==> config.mk <==
export PLATFORM = sky130hd
export DESIGN_NAME = jump_resolve
export DESIGN_NICKNAME = d
export VERILOG_FILES = /design/src/rtl/jr_pkg.sv /design/src/rtl/jr_compare.sv /design/src/rtl/jr_decode.sv /design/src/rtl/jr_target.sv /design/src/rtl/jump_resolve.sv
export SDC_FILE = /design/constraint.sdc
export NUM_CORES = 1
export LEC_CHECK = 0
export BUFFER_PORTS_ARGS = -buffer_cell sky130_fd_sc_hd__clkbuf_2
export CORE_MARGIN = 3
export CORE_UTILIZATION = 40
export DETAILED_ROUTE_END_ITERATION = 16
export GPL_TIMING_DRIVEN = 0
export PLACE_DENSITY = 0.66
export SETUP_SLACK_MARGIN = 0.02
export SLEW_MARGIN = 10
export SYNTH_ARGS = -nofsm -noshare
export SYNTH_HDL_FRONTEND = slang
export SYNTH_HIERARCHICAL = 1
export SYNTH_SLANG_ARGS = --single-unit
==> constraint.sdc <==
create_clock -name vclk -period 13.8
set_input_delay 2.76 -clock vclk [all_inputs]
set_output_delay 2.76 -clock vclk [all_outputs]
set_load 0.03 [all_outputs]
==> src/rtl/jr_pkg.sv <==
package jr_pkg;
  localparam logic [2:0] CLS_WIDE   = 3'd5;
  localparam logic [2:0] CLS_NARROW = 3'd6;
  localparam logic [3:0] KIND_LOCAL = 4'd1;

  typedef enum logic [3:0] {
    CC_ALWAYS = 4'h0, CC_EQ  = 4'h1, CC_UGT = 4'h2, CC_UGE = 4'h3,
    CC_ANY    = 4'h4, CC_NE  = 4'h5, CC_SGT = 4'h6, CC_SGE = 4'h7,
    CC_CALL   = 4'h8, CC_RET = 4'h9, CC_ULT = 4'ha, CC_ULE = 4'hb,
    CC_SLT    = 4'hc, CC_SLE = 4'hd, CC_RSV_E = 4'he, CC_RSV_F = 4'hf
  } cond_e;

  typedef enum logic [1:0] {TGT_SEQ, TGT_OFF, TGT_IMM} tgt_e;

  typedef struct packed {
    logic eq;
    logic ugt;
    logic ult;
    logic sgt;
    logic slt;
    logic any;
  } rel_t;
endpackage

==> src/rtl/jr_compare.sv <==
module jr_compare
  import jr_pkg::*;
#(
  parameter int unsigned W = 64
) (
  input  logic [W-1:0] a_i,
  input  logic [W-1:0] b_i,
  output rel_t         rel_o
);
  always_comb begin
    rel_o.eq  = (a_i == b_i);
    rel_o.ugt = (a_i > b_i);
    rel_o.ult = (a_i < b_i);
    rel_o.sgt = ($signed(a_i) > $signed(b_i));
    rel_o.slt = ($signed(a_i) < $signed(b_i));
    rel_o.any = |(a_i & b_i);
  end

  always_comb begin
    p_unsigned_trichotomy_r4: assert ($countones({rel_o.eq, rel_o.ugt, rel_o.ult}) == 1)
      else $error("unsigned relations not exclusive");
    p_signed_trichotomy_r5: assert ($countones({rel_o.eq, rel_o.sgt, rel_o.slt}) == 1)
      else $error("signed relations not exclusive");
  end
endmodule

==> src/rtl/jr_decode.sv <==
module jr_decode
  import jr_pkg::*;
(
  input  logic [7:0] opcode_i,
  input  logic [3:0] call_kind_i,
  output logic       narrow_o,
  output cond_e      code_o,
  output logic       cond_en_o,
  output logic       always_o,
  output tgt_e       tgt_o,
  output logic       call_o,
  output logic       exit_o
);
  logic [2:0] cls;
  logic       wide;
  logic       jump_cls;

  assign cls      = opcode_i[2:0];
  assign wide     = (cls == CLS_WIDE);
  assign narrow_o = (cls == CLS_NARROW);
  assign jump_cls = wide | narrow_o;
  assign code_o   = cond_e'(opcode_i[7:4]);

  always_comb begin
    cond_en_o = 1'b0;
    always_o  = 1'b0;
    tgt_o     = TGT_OFF;
    call_o    = 1'b0;
    exit_o    = 1'b0;
    if (jump_cls) begin
      unique case (code_o)
        CC_ALWAYS: begin
          always_o = 1'b1;
          tgt_o    = wide ? TGT_OFF : TGT_IMM;
        end
        CC_EQ, CC_UGT, CC_UGE, CC_ANY, CC_NE, CC_SGT, CC_SGE,
        CC_ULT, CC_ULE, CC_SLT, CC_SLE: cond_en_o = 1'b1;
        CC_CALL: if (wide) begin
          call_o = 1'b1;
          if (call_kind_i == KIND_LOCAL) begin
            always_o = 1'b1;
            tgt_o    = TGT_IMM;
          end
        end
        CC_RET: exit_o = wide;
        default: ;
      endcase
    end
  end

  always_comb begin
    p_kind_exclusive_r10: assert ($countones({cond_en_o, always_o}) <= 1)
      else $error("conditional and unconditional both set");
    p_exit_alone_r10: assert (!exit_o || !(cond_en_o || always_o || call_o))
      else $error("exit combined with another kind");
  end
endmodule

==> src/rtl/jr_target.sv <==
module jr_target
  import jr_pkg::*;
#(
  parameter int unsigned PC_W = 32
) (
  input  logic [PC_W-1:0] pc_i,
  input  logic [15:0]     offset_i,
  input  logic [31:0]     imm_i,
  input  tgt_e            sel_i,
  output logic [PC_W-1:0] next_pc_o
);
  localparam int unsigned EXT_W = (PC_W > 32) ? PC_W : 32;

  logic [EXT_W-1:0] disp;

  always_comb begin
    unique case (sel_i)
      TGT_OFF: disp = EXT_W'(signed'(offset_i));
      TGT_IMM: disp = EXT_W'(signed'(imm_i));
      default: disp = '0;
    endcase
  end

  assign next_pc_o = pc_i + PC_W'(1) + disp[PC_W-1:0];
endmodule

==> src/rtl/jump_resolve.sv <==
module jump_resolve
  import jr_pkg::*;
#(
  parameter int unsigned XLEN = 64,
  parameter int unsigned PC_W = 32
) (
  input  logic [7:0]      opcode_i,
  input  logic [XLEN-1:0] dst_i,
  input  logic [XLEN-1:0] src_i,
  input  logic [31:0]     imm_i,
  input  logic [15:0]     offset_i,
  input  logic [3:0]      call_kind_i,
  input  logic [PC_W-1:0] pc_i,
  output logic            taken_o,
  output logic [PC_W-1:0] next_pc_o,
  output logic            call_o,
  output logic            exit_o
);
  localparam int unsigned N_WIDTHS = 2;

  logic [XLEN-1:0] opnd_b;
  rel_t            rel [N_WIDTHS];
  rel_t            rel_sel;
  logic            narrow;
  cond_e           code;
  logic            cond_en;
  logic            always_take;
  tgt_e            dec_tgt;
  tgt_e            tgt_sel;
  logic            hit;

  assign opnd_b = opcode_i[3] ? src_i : XLEN'(signed'(imm_i));

  jr_decode u_decode (
    .opcode_i    (opcode_i),
    .call_kind_i (call_kind_i),
    .narrow_o    (narrow),
    .code_o      (code),
    .cond_en_o   (cond_en),
    .always_o    (always_take),
    .tgt_o       (dec_tgt),
    .call_o      (call_o),
    .exit_o      (exit_o)
  );

  // slice 0 compares full width, slice 1 the low 32 bits
  for (genvar g = 0; g < N_WIDTHS; g++) begin : g_cmp
    localparam int unsigned CW = (g == 0) ? XLEN : 32;
    jr_compare #(.W(CW)) u_cmp (
      .a_i   (dst_i[CW-1:0]),
      .b_i   (opnd_b[CW-1:0]),
      .rel_o (rel[g])
    );
  end

  assign rel_sel = narrow ? rel[1] : rel[0];

  always_comb begin
    unique case (code)
      CC_EQ:   hit = rel_sel.eq;
      CC_NE:   hit = !rel_sel.eq;
      CC_ANY:  hit = rel_sel.any;
      CC_UGT:  hit = rel_sel.ugt;
      CC_UGE:  hit = rel_sel.ugt | rel_sel.eq;
      CC_ULT:  hit = rel_sel.ult;
      CC_ULE:  hit = rel_sel.ult | rel_sel.eq;
      CC_SGT:  hit = rel_sel.sgt;
      CC_SGE:  hit = rel_sel.sgt | rel_sel.eq;
      CC_SLT:  hit = rel_sel.slt;
      CC_SLE:  hit = rel_sel.slt | rel_sel.eq;
      default: hit = 1'b0;
    endcase
  end

  assign taken_o = always_take | (cond_en & hit);
  assign tgt_sel = taken_o ? dec_tgt : TGT_SEQ;

  jr_target #(.PC_W(PC_W)) u_target (
    .pc_i      (pc_i),
    .offset_i  (offset_i),
    .imm_i     (imm_i),
    .sel_i     (tgt_sel),
    .next_pc_o (next_pc_o)
  );

  always_comb begin
    p_fallthrough_r7: assert (taken_o || next_pc_o == pc_i + PC_W'(1))
      else $error("untaken instruction left sequential flow");
    p_exit_not_taken_r10: assert (!exit_o || !taken_o)
      else $error("exit marked taken");
    p_call_exit_excl_r9: assert (!(call_o && exit_o))
      else $error("call and exit together");
  end
endmodule

# --- After elaboration in Yosys (flattened, before gate mapping) ---
# Index checks and enable logic that the tools add are counted.
word_totals:
  regBits: 0
  inputBits: 220
  out_inout_bits: 35
op_classes:
  add_sub_neg: 2
  order_cmp: 8
  n_eq_ne: 20
  mux: 21
  n_bitwise: 9
  reduce_logical: 5
ops:
  columns: ["cell", "count"]
  rows:
  - ["$gt 64x64->1", 2]
  - ["$lt 64x64->1", 2]
  - ["$and 64x64->64", 1]
  - ["$eq 64x64->1", 1]
  - ["$gt 32x32->1", 2]
  - ["$lt 32x32->1", 2]
  - ["$mux 64", 1]
  - ["$pmux 32 s2", 1]
  - ["$reduce_or 64->1", 1]
  - ["$add 32x1->32 const B", 1]
  - ["$add 32x32->32", 1]
  - ["$and 32x32->32", 1]
  - ["$eq 32x32->1", 1]
  - ["$reduce_or 32->1", 1]
  - ["$eq 4x4->1 const B", 6]
  - ["$eq 4x3->1 const B", 4]
  - ["$pmux 1 s11", 1]
  - ["$reduce_or 11->1", 1]
  - ["$mux 1", 10]
  - ["$mux 2", 5]
  - ["$eq 4x1->1 const B", 2]
  - ["$eq 4x2->1 const B", 2]
  - ["$eq 3x3->1 const B", 2]
  - ["$mux 6", 1]
  - ["8 further kinds", 13]

# --- Depth between registers and ports, before layout ---
# Gate-level depths: netlist of run 1.
depth:
  depth_word: 12
  mapped_depth: 34
  mapped_depth_nobuf: 30

# --- Cells and area by module ---
# Netlist of run 1, hierarchy kept.
by_module_without_submodules:
  columns: ["module", "n_inst", "cells_each", "area_each_um2"]
  rows:
  - ["jr_compare (g_cmp[0].u_cmp)", 1, 326, 2665.1]
  - ["jr_target", 1, 315, 2168.3]
  - ["jr_compare (g_cmp[1].u_cmp)", 1, 160, 1325.0]
  - ["jump_resolve", 1, 140, 868.3]
  - ["jr_decode", 1, 24, 170.2]

# --- Least setup slack after synthesis of run 1 ---
# Ideal clock, no wire load.
synth_path:
  path_kind: "input port to output port"
  startpoint: "input port opcode_i[3]"
  endpoint: "output port next_pc_o[18]"
  arrival_ps: 9492
  required_time_ps: 11040
  path_slack_ps: 1548
  cell_stages: 31
  path_buffers: 4
  cell_sequence: "clkbuf_1 clkbuf_1 clkbuf_1 nand2_1 nand2_1 inv_1 ha_1 nand4_1 nor4_1 nand2_1 nor4_4 and3_2 a21oi_1 mux4_2 a211o_1 a221oi_2 nor2_1 ha_1 clkbuf_1 a22oi_1 or2_2 ha_1 inv_1 fa_1 a211o_1 o211ai_2 a21oi_2 a2111oi_4 o21a_1 nor3_1 a311oi_1"
synth_rtl:
  columns: ["element", "line", "text"]
  rows:
  - ["start, declared", "jump_resolve.sv:7", "input logic [7:0] opcode_i,"]
  - ["end, declared", "jump_resolve.sv:15", "output logic [PC_W-1:0] next_pc_o,"]

==> flow_summary.toml, run 1 <==
[yosys]
synth_fa_ha_area_share_pct = 39.4
yosysTopAreaCell = "ha_1"
synth.distinct_cells = 80
syn_nets = 1411
synth_compound_area_share_pct = 22.1
synth_top_area_share_pct = 39.1
synth_common_cells = "ha_1 (225), nand2_1 (127), inv_1 (113)"
syn_inst = 965
yosysMostFrequentCell = "ha_1"
synthXorXnorAreaFrac_pct = 3.41
muxShareOfSynthArea_pct = 5.81
yosys.area_share.simple_pct = 21.3
synthTopCellsByArea = "ha_1 (39%), nand2_1 (6.6%), a21oi_1 (6.5%), inv_1 (5.9%), mux2_2 (4.9%)"
yosysSeqAreaShare_pct = 0
syn_avg_cell_area_um2 = 7.46
synth_top_family_by_area = "adder cells"
synth_area_mm2 = 0.00720
ys_warn_count = 6

[drt]
routed_wl_um = 23500
avgRoutedWirePerCell_um = 16.3
post-route-drc-count = 0
first_pass_iters = 5
dr.first_iter.drc_count = 301
ant_nets = 0
vias = 7712
avgViaCountPerCell = 5.34

[cells_and_area]
fill_cells = 1806
area_growth_pct = 21.7
layout-drive-gt1-share_pct = 27.2
final_nets = 1668
design.seq.count = 0
antenna_cells = 0
clock_buffers = 0
layout.area.seq_um2 = 0
multi_input_area_mm2 = 0.00662
final_core_util_pct = 50.1

[sta]
maxSlewViolCount = 0
setup-violations-final = 0
timing.final.crit_share_pct = 95.6
max_slew_margin_pct = 45.1
clock.fmax_mhz = 75.8
hold_viol_final = 0
setup_ws_ns = 0.603
period_minus_slack_ns = 13.20
rsz0062_at_grt = "no"
worst-slew-pin-transition_ns = 0.815

[power]
p_leak_nw = 4.88
max-vdd-ir-drop_uv = 14.5
power_density_mw_per_mm2 = 27.7
totalPowerFinal_mw = 0.243

[grt]
antenna_found_initial = 3
grt_overflow = 0
grt_pass1_vias = 7283
grt_max_degree = 11
grt_usage_pct = 22.5
grt_pass1_wl_um = 36800

[worst_setup_path]
cp.arrival_ns = 10.44
cp_slowest_cell = "clkbuf_1"
max_stage_delay_ns = 0.58
cp_top_family = "compound AO/OA/AOI/OAI gates"
crit_path_frequent_cell = "clkbuf_2"
endpoint_kind = "output port"
critPathMaxFanout = 10
critPathRequiredTime_ns = 11.04
crit_type = "in -> out"
start_kind = "input pin"
cp.buffers_inverters = 8

[job]
maxCapViolCount = 0

[die]
pin_count = 255
die_x_um = 140
start_util_pct = 41.2
fp.dieArea_mm2 = 0.0196
rows = 48
core-area_mm2 = 0.0175
die_h_um = 140

[clock_tree]
ctsHoldBuffers = 0

[worst_hold_path]
hold_class = "in -> out"

[place]
io_buffers = 255
place_congestion = 0.937
hpwlAfterDp_um = 21200
place_ws_ns = -0.124

[status]
outcome = "finished clean"
==> cell families after synthesis <==
family | count (synthesis)
and+or+nand+nor | 305
adders and majority gates | 226
muxes | 35
xor gates and xnor gates | 28
buffers and inverters | 144
AOI/OAI and AO/OA | 227
==> metal layers <==
metal / vias up / share of wire (%) / GRT usage, % / wire length (um)
li1: 3947 / - / - / -
met1: 3501 / 45 / 30.1 / 10600
met5: - / 0.20 / 0 / 47
met3: 16 / 6.2 / 2.70 / 1450
met2: 242 / 47 / 40.2 / 11200
met4: 6 / 0.97 / 1.84 / 228
==> final timing paths <==
kind                         from  depth (start not counted)            end
worst max-delay path  opcode_i[3]                         30  next_pc_o[18]
worst min-delay path  opcode_i[4]                          3         call_o
==> metrics by stage <==
| stage | TNS (ns) | instances | hold WS [ns] | cell area, um2 |
|---|---|---|---|---|
| 2_1_floorplan | 0 | 965 | 5.64 | 7200 |
| 3_3_place_gp | -0.169 | 1445 | 5.88 | 8750 |
| 3_5_place_dp | -0.124 | 1445 | 5.89 | 8750 |
| 4_1_cts | 0 | 1445 | 5.89 | 8760 |
| 5_1_grt | 0 | 1445 | 5.94 | 8760 |
| 6_report | 0 | 1445 | 5.89 | 8760 |
==> report_power, final <==
part | internal [mW] | switching, mW
Sequential | 0 | 0
Clock | 0 | 0
Combinational | 0.103 | 0.140
Total | 0.103 | 0.140
==> placed cells by master (no fill, tap or decap), types with 8 or more instances in the layout <==
cell type / count
nand4_1: 25
clkbuf_1: 19
a21oi_1: 94
a22oi_1: 17
xor2_1: 10
nand2b_1: 9
mux2_2: 31
inv_1: 113
xnor2_1: 18
ha_1: 225
nand3_1: 17
nor2b_1: 8
o21ai_0: 21
nor4_1: 31
nand2_1: 127
clkbuf_2: 259
a21o_1: 21
nor2_1: 45
==> timing repair <==
item                                   4_1_cts  5_1_grt
setup endpoints to repair                    2       14
endpoints found under the hold margin        0        0
gates resized for setup                      1        6
setup buffers                                0        0
==> layout make-up <==
type,count,area share (%)
timing repair buffer,255,14.6
tap,225,3.21
multi-input combinational,821,75.6
inverter,115,5.08
buffer,29,1.57
Power figures use the tool's default switching activity.
==> run 2, diff against run 1 <==
--- a/config.mk
+++ b/config.mk
@@ -10,7 +10,7 @@
 export CORE_UTILIZATION = 40
 export DETAILED_ROUTE_END_ITERATION = 16
 export GPL_TIMING_DRIVEN = 0
-export PLACE_DENSITY = 0.66
+export PLACE_DENSITY_LB_ADDON = 0.12
 export SETUP_SLACK_MARGIN = 0.02
 export SLEW_MARGIN = 10
 export SYNTH_ARGS = -nofsm -noshare
==> run 2 against run 1 <==
Effect of this change:
- die area unchanged
- non-clock buffer count unchanged
- setup slack worse by 0.10 ns
- routed wire length down 1.7%
- sequential cell count unchanged
- critical path type unchanged
==> flow_summary.toml, run 2 (synthesized netlist as in run 1, its figures left out) <==
[status]
outcome = "finished clean"

[worst_setup_path]
cp.depth = 30
endpoint_kind = "output port"
critPathRequiredTime_ns = 11.04
crit_path_frequent_cell = "clkbuf_2"
start_kind = "input pin"
cp.buffers_inverters = 7
cp_top_family = "compound AO/OA/AOI/OAI gates"
cp_slowest_cell = "a2111oi_4"
max_stage_delay_ns = 0.49
critPathMaxFanout = 10
cp.arrival_ns = 10.54
crit_type = "in -> out"

[sta]
timing.final.crit_share_pct = 96.4
clock.fmax_mhz = 75.2
whs_ns = 5.89
setup-violations-final = 0
maxSlewViolCount = 0
hold_viol_final = 0
rsz0062_at_grt = "no"
tns_ns = 0
max_slew_margin_pct = 50.6
period_minus_slack_ns = 13.30
worst-slew-pin-transition_ns = 0.735
setup_ws_ns = 0.503

[worst_hold_path]
min_path_cells = 3
hold_class = "in -> out"

[grt]
grt_pass1_wl_um = 36400
grt_max_degree = 11
grt_pass1_vias = 7331
grt_usage_pct = 22.2
grt_overflow = 0
antenna_found_initial = 0

[job]
maxCapViolCount = 0

[drt]
avgViaCountPerCell = 5.29
vias = 7647
ant_nets = 0
dr.first_iter.drc_count = 340
first_pass_iters = 5
post-route-drc-count = 0
routed_wl_um = 23100
avgRoutedWirePerCell_um = 16.0

[cells_and_area]
final_common_cell = "clkbuf_2"
layout-drive-gt1-share_pct = 27.2
final_core_util_pct = 50.1
area_growth_pct = 21.7
layout_common_cells = "clkbuf_2 (259), ha_1 (225), nand2_1 (127)"
design.seq.count = 0
antenna_cells = 0
layout.area.seq_um2 = 0
final_nets = 1668
clock_buffers = 0

[place]
hpwlAfterDp_um = 20800
io_buffers = 255
place_congestion = 0.937
place_ws_ns = -0.0784

[die]
die_x_um = 140
pin_count = 255
rows = 48
die_h_um = 140
fp.dieArea_mm2 = 0.0196
core-area_mm2 = 0.0175
start_util_pct = 41.2

[power]
max-vdd-ir-drop_uv = 12.8
power_density_mw_per_mm2 = 27.7
p_leak_nw = 4.88
==> run 2: cell counts in the layout (fill, tap and decap cells not counted) <==
Identical to the previous run, type by type.
==> run 2: worst paths after layout <==
kind,start,to,slack (ns)
worst max-delay path,opcode_i[3],next_pc_o[18],0.50
worst min-delay path,opcode_i[4],call_o,5.89
==> run 2: report_power, final <==
part	internal [mW]	switching, mW	leakage, nW	total [mW]
combinational	0.103	0.140	4.88	0.243
sequential	0	0	0	0
clock	0	0	0	0
==> run 2: metal layers <==
layer  global-route usage, %  vias to the layer above  wire length [um]
met3                    2.39                       14              1390
li1                        -                     3951                 -
met2                    40.6                      233             11200
met4                    2.14                        0               210
met1                    29.1                     3449             10300
met5                       0                        -                 0
==> run 2: through the flow <==
stage          instance area [um2]  std cells  power [mW]
2_1_floorplan                 7200        965       0.154
3_5_place_dp                  8750       1445       0.243
5_1_grt                       8760       1445       0.275
4_1_cts                       8760       1445       0.244
6_report                      8760       1445       0.243
3_3_place_gp                  8750       1445       0.241
==> run 2: layout make-up <==
class              count  area, um2
multi-input cells    821       6620
fillers             1846       8720
plain buffers         29        138
inverters            115        445
well taps            225        282
repair buffers       255       1280
==> run 2: repair_timing <==
| item | 4_1_cts | 5_1_grt |
|---|---|---|
| hold buffers | 0 | 0 |
| setup buffers | 0 | 0 |
| resized for setup | 1 | 6 |
| setup endpoints to repair | 6 | 17 |
==> run 2: tightest hold or removal path: cells and delay by family <==
kind,cells,cell delay [ns]
buffers and inverters,2,0.31
and+or+nand+nor,1,0.06
==> run 3, diff against run 2 <==
--- a/config.mk
+++ b/config.mk
@@ -5,10 +5,10 @@
 export SDC_FILE = /design/constraint.sdc
 export NUM_CORES = 1
 export LEC_CHECK = 0
-export BUFFER_PORTS_ARGS = -buffer_cell sky130_fd_sc_hd__clkbuf_2
 export CORE_MARGIN = 3
 export CORE_UTILIZATION = 40
 export DETAILED_ROUTE_END_ITERATION = 16
+export DONT_BUFFER_PORTS = 1
 export GPL_TIMING_DRIVEN = 0
 export PLACE_DENSITY_LB_ADDON = 0.12
 export SETUP_SLACK_MARGIN = 0.02
==> run 3 against run 2 <==
Effect of this change:
- die area stayed put
- core utilization shrank 6.9 points
- final cell count shrank 18%
- routed wire length down 3.0%
- count of clock-buffer cells in the layout unchanged
- total power fell by 19%
- cell area down 14%
- critical path depth decreased by 3
- sequential cell count did not move
- combinational power fell by 19%
- non-clock buffer count is 255 lower
==> flow_summary.toml, run 3 (synthesized netlist as in run 1, its figures left out) <==
[grt]
grt_overflow = 0
grt_max_degree = 11
grt_usage_pct = 21.3
grt_pass1_vias = 6527
antenna_found_initial = 0
grt_pass1_wl_um = 34500

[drt]
routed_wl_um = 22400
avgViaCountPerCell = 5.57
ant_nets = 0
top_layer = "met4"
drt-met1-wl_um = 10100
dr_wl_met3_um = 1490
post-route-drc-count = 0
routed-wl-met2_um = 10800
vias = 6639
avgRoutedWirePerCell_um = 18.8
first_pass_iters = 5
dr.first_iter.drc_count = 334

[cells_and_area]
area_growth_pct = 5.02
layout-drive-gt1-share_pct = 8.81
final_core_util_pct = 43.2
layout.area.seq_um2 = 0
design.seq.count = 0
instances_no_fill = 1191
final_nets = 1413
layout_common_cells = "ha_1 (225), nand2_1 (127), inv_1 (113)"
clock_buffers = 0
final_common_cell = "ha_1"
fill_cells = 1851

[die]
pin_count = 255
core-area_mm2 = 0.0175
die_h_um = 140
start_util_pct = 41.2
die_x_um = 140
rows = 48
fp.dieArea_mm2 = 0.0196

[sta]
whs_ns = 5.65
maxSlewViolCount = 0
clock.fmax_mhz = 74.6
period_minus_slack_ns = 13.40
hold_viol_final = 0
max_slew_margin_pct = 40.2
setup_ws_ns = 0.401
timing.final.crit_share_pct = 97.1
worst-slew-pin-transition_ns = 0.890
setup-violations-final = 0
rsz0062_at_grt = "yes"

[power]
power_density_mw_per_mm2 = 26.1
p_leak_nw = 3.85
totalPowerFinal_mw = 0.198
max-vdd-ir-drop_uv = 12.6

[worst_setup_path]
critPathRequiredTime_ns = 11.04
cp.arrival_ns = 10.64
critPathMaxFanout = 10
endpoint_kind = "output port"
startpoint = "opcode_i[3]"
cp_slowest_cell = "clkbuf_1"
start_kind = "input pin"
crit_type = "in -> out"
max_stage_delay_ns = 0.63

[worst_hold_path]
hold_class = "in -> out"
min_from = "opcode_i[4]"

[place]
place_ws_ns = -0.146
hpwlAfterDp_um = 20100
io_buffers = 0
dp.cells = 1190
place_congestion = 0.899

[job]
maxCapViolCount = 0

[clock_tree]
ctsHoldBuffers = 0

[status]
outcome = "finished clean"
run 3: area by class of cell:
type,instances,area (um2),share of cell area [%]
Tap cell,225,282,3.72
Multi-Input combinational cell,821,6690,88.5
Antenna cell,1,2.50,0.0331
Buffer,29,138,1.82
Inverter,115,445,5.89
run 3: worst paths after layout:
| kind | end | slack [ns] | cells past startpoint |
|---|---|---|---|
| worst max-delay path | next_pc_o[27] | 0.40 | 27 |
| worst min-delay path | call_o | 5.65 | 1 |
run 3: repair_timing:
| action | in CTS | in global routing |
|---|---|---|
| setup endpoints to repair | 2 | 16 |
| gates resized for setup | 2 | 15 |
| buffers inserted | 0 | 0 |
run 3: worst max-delay path, delay by kind of cell:
family / cells / cell delay, ns
multiplexers: 2 / 0.95
AND/OR/NAND/NOR: 2 / 0.31
AO/OA/AOI/OAI: 15 / 4.08
buffers and inverters: 5 / 1.72
adder cells (fa/ha/maj): 3 / 0.79
run 3: metal layers:
metal | GRT usage, % | up-vias
met1 | 28.2 | 2982
met3 | 3.14 | 4
li1 | - | 3438
met4 | 0.561 | 0
met5 | 0 | -
met2 | 38.9 | 215
run 3: report_power, final:
group	internal, mW	total (mW)	switching (mW)	leakage, nW
Combinational	0.0782	0.198	0.119	3.85
Clock	0.00000000971	0.00000000972	0	0.00000634
Sequential	0	0	0	0
run 3: metrics by stage:
stage / instance area [um2] / setup TNS (ns)
after floorplan: 7200 / 0
after detailed placement: 7480 / -0.146
final: 7560 / 0
after global routing: 7560 / -0.0289
after global placement: 7480 / -0.307
after CTS: 7490 / 0
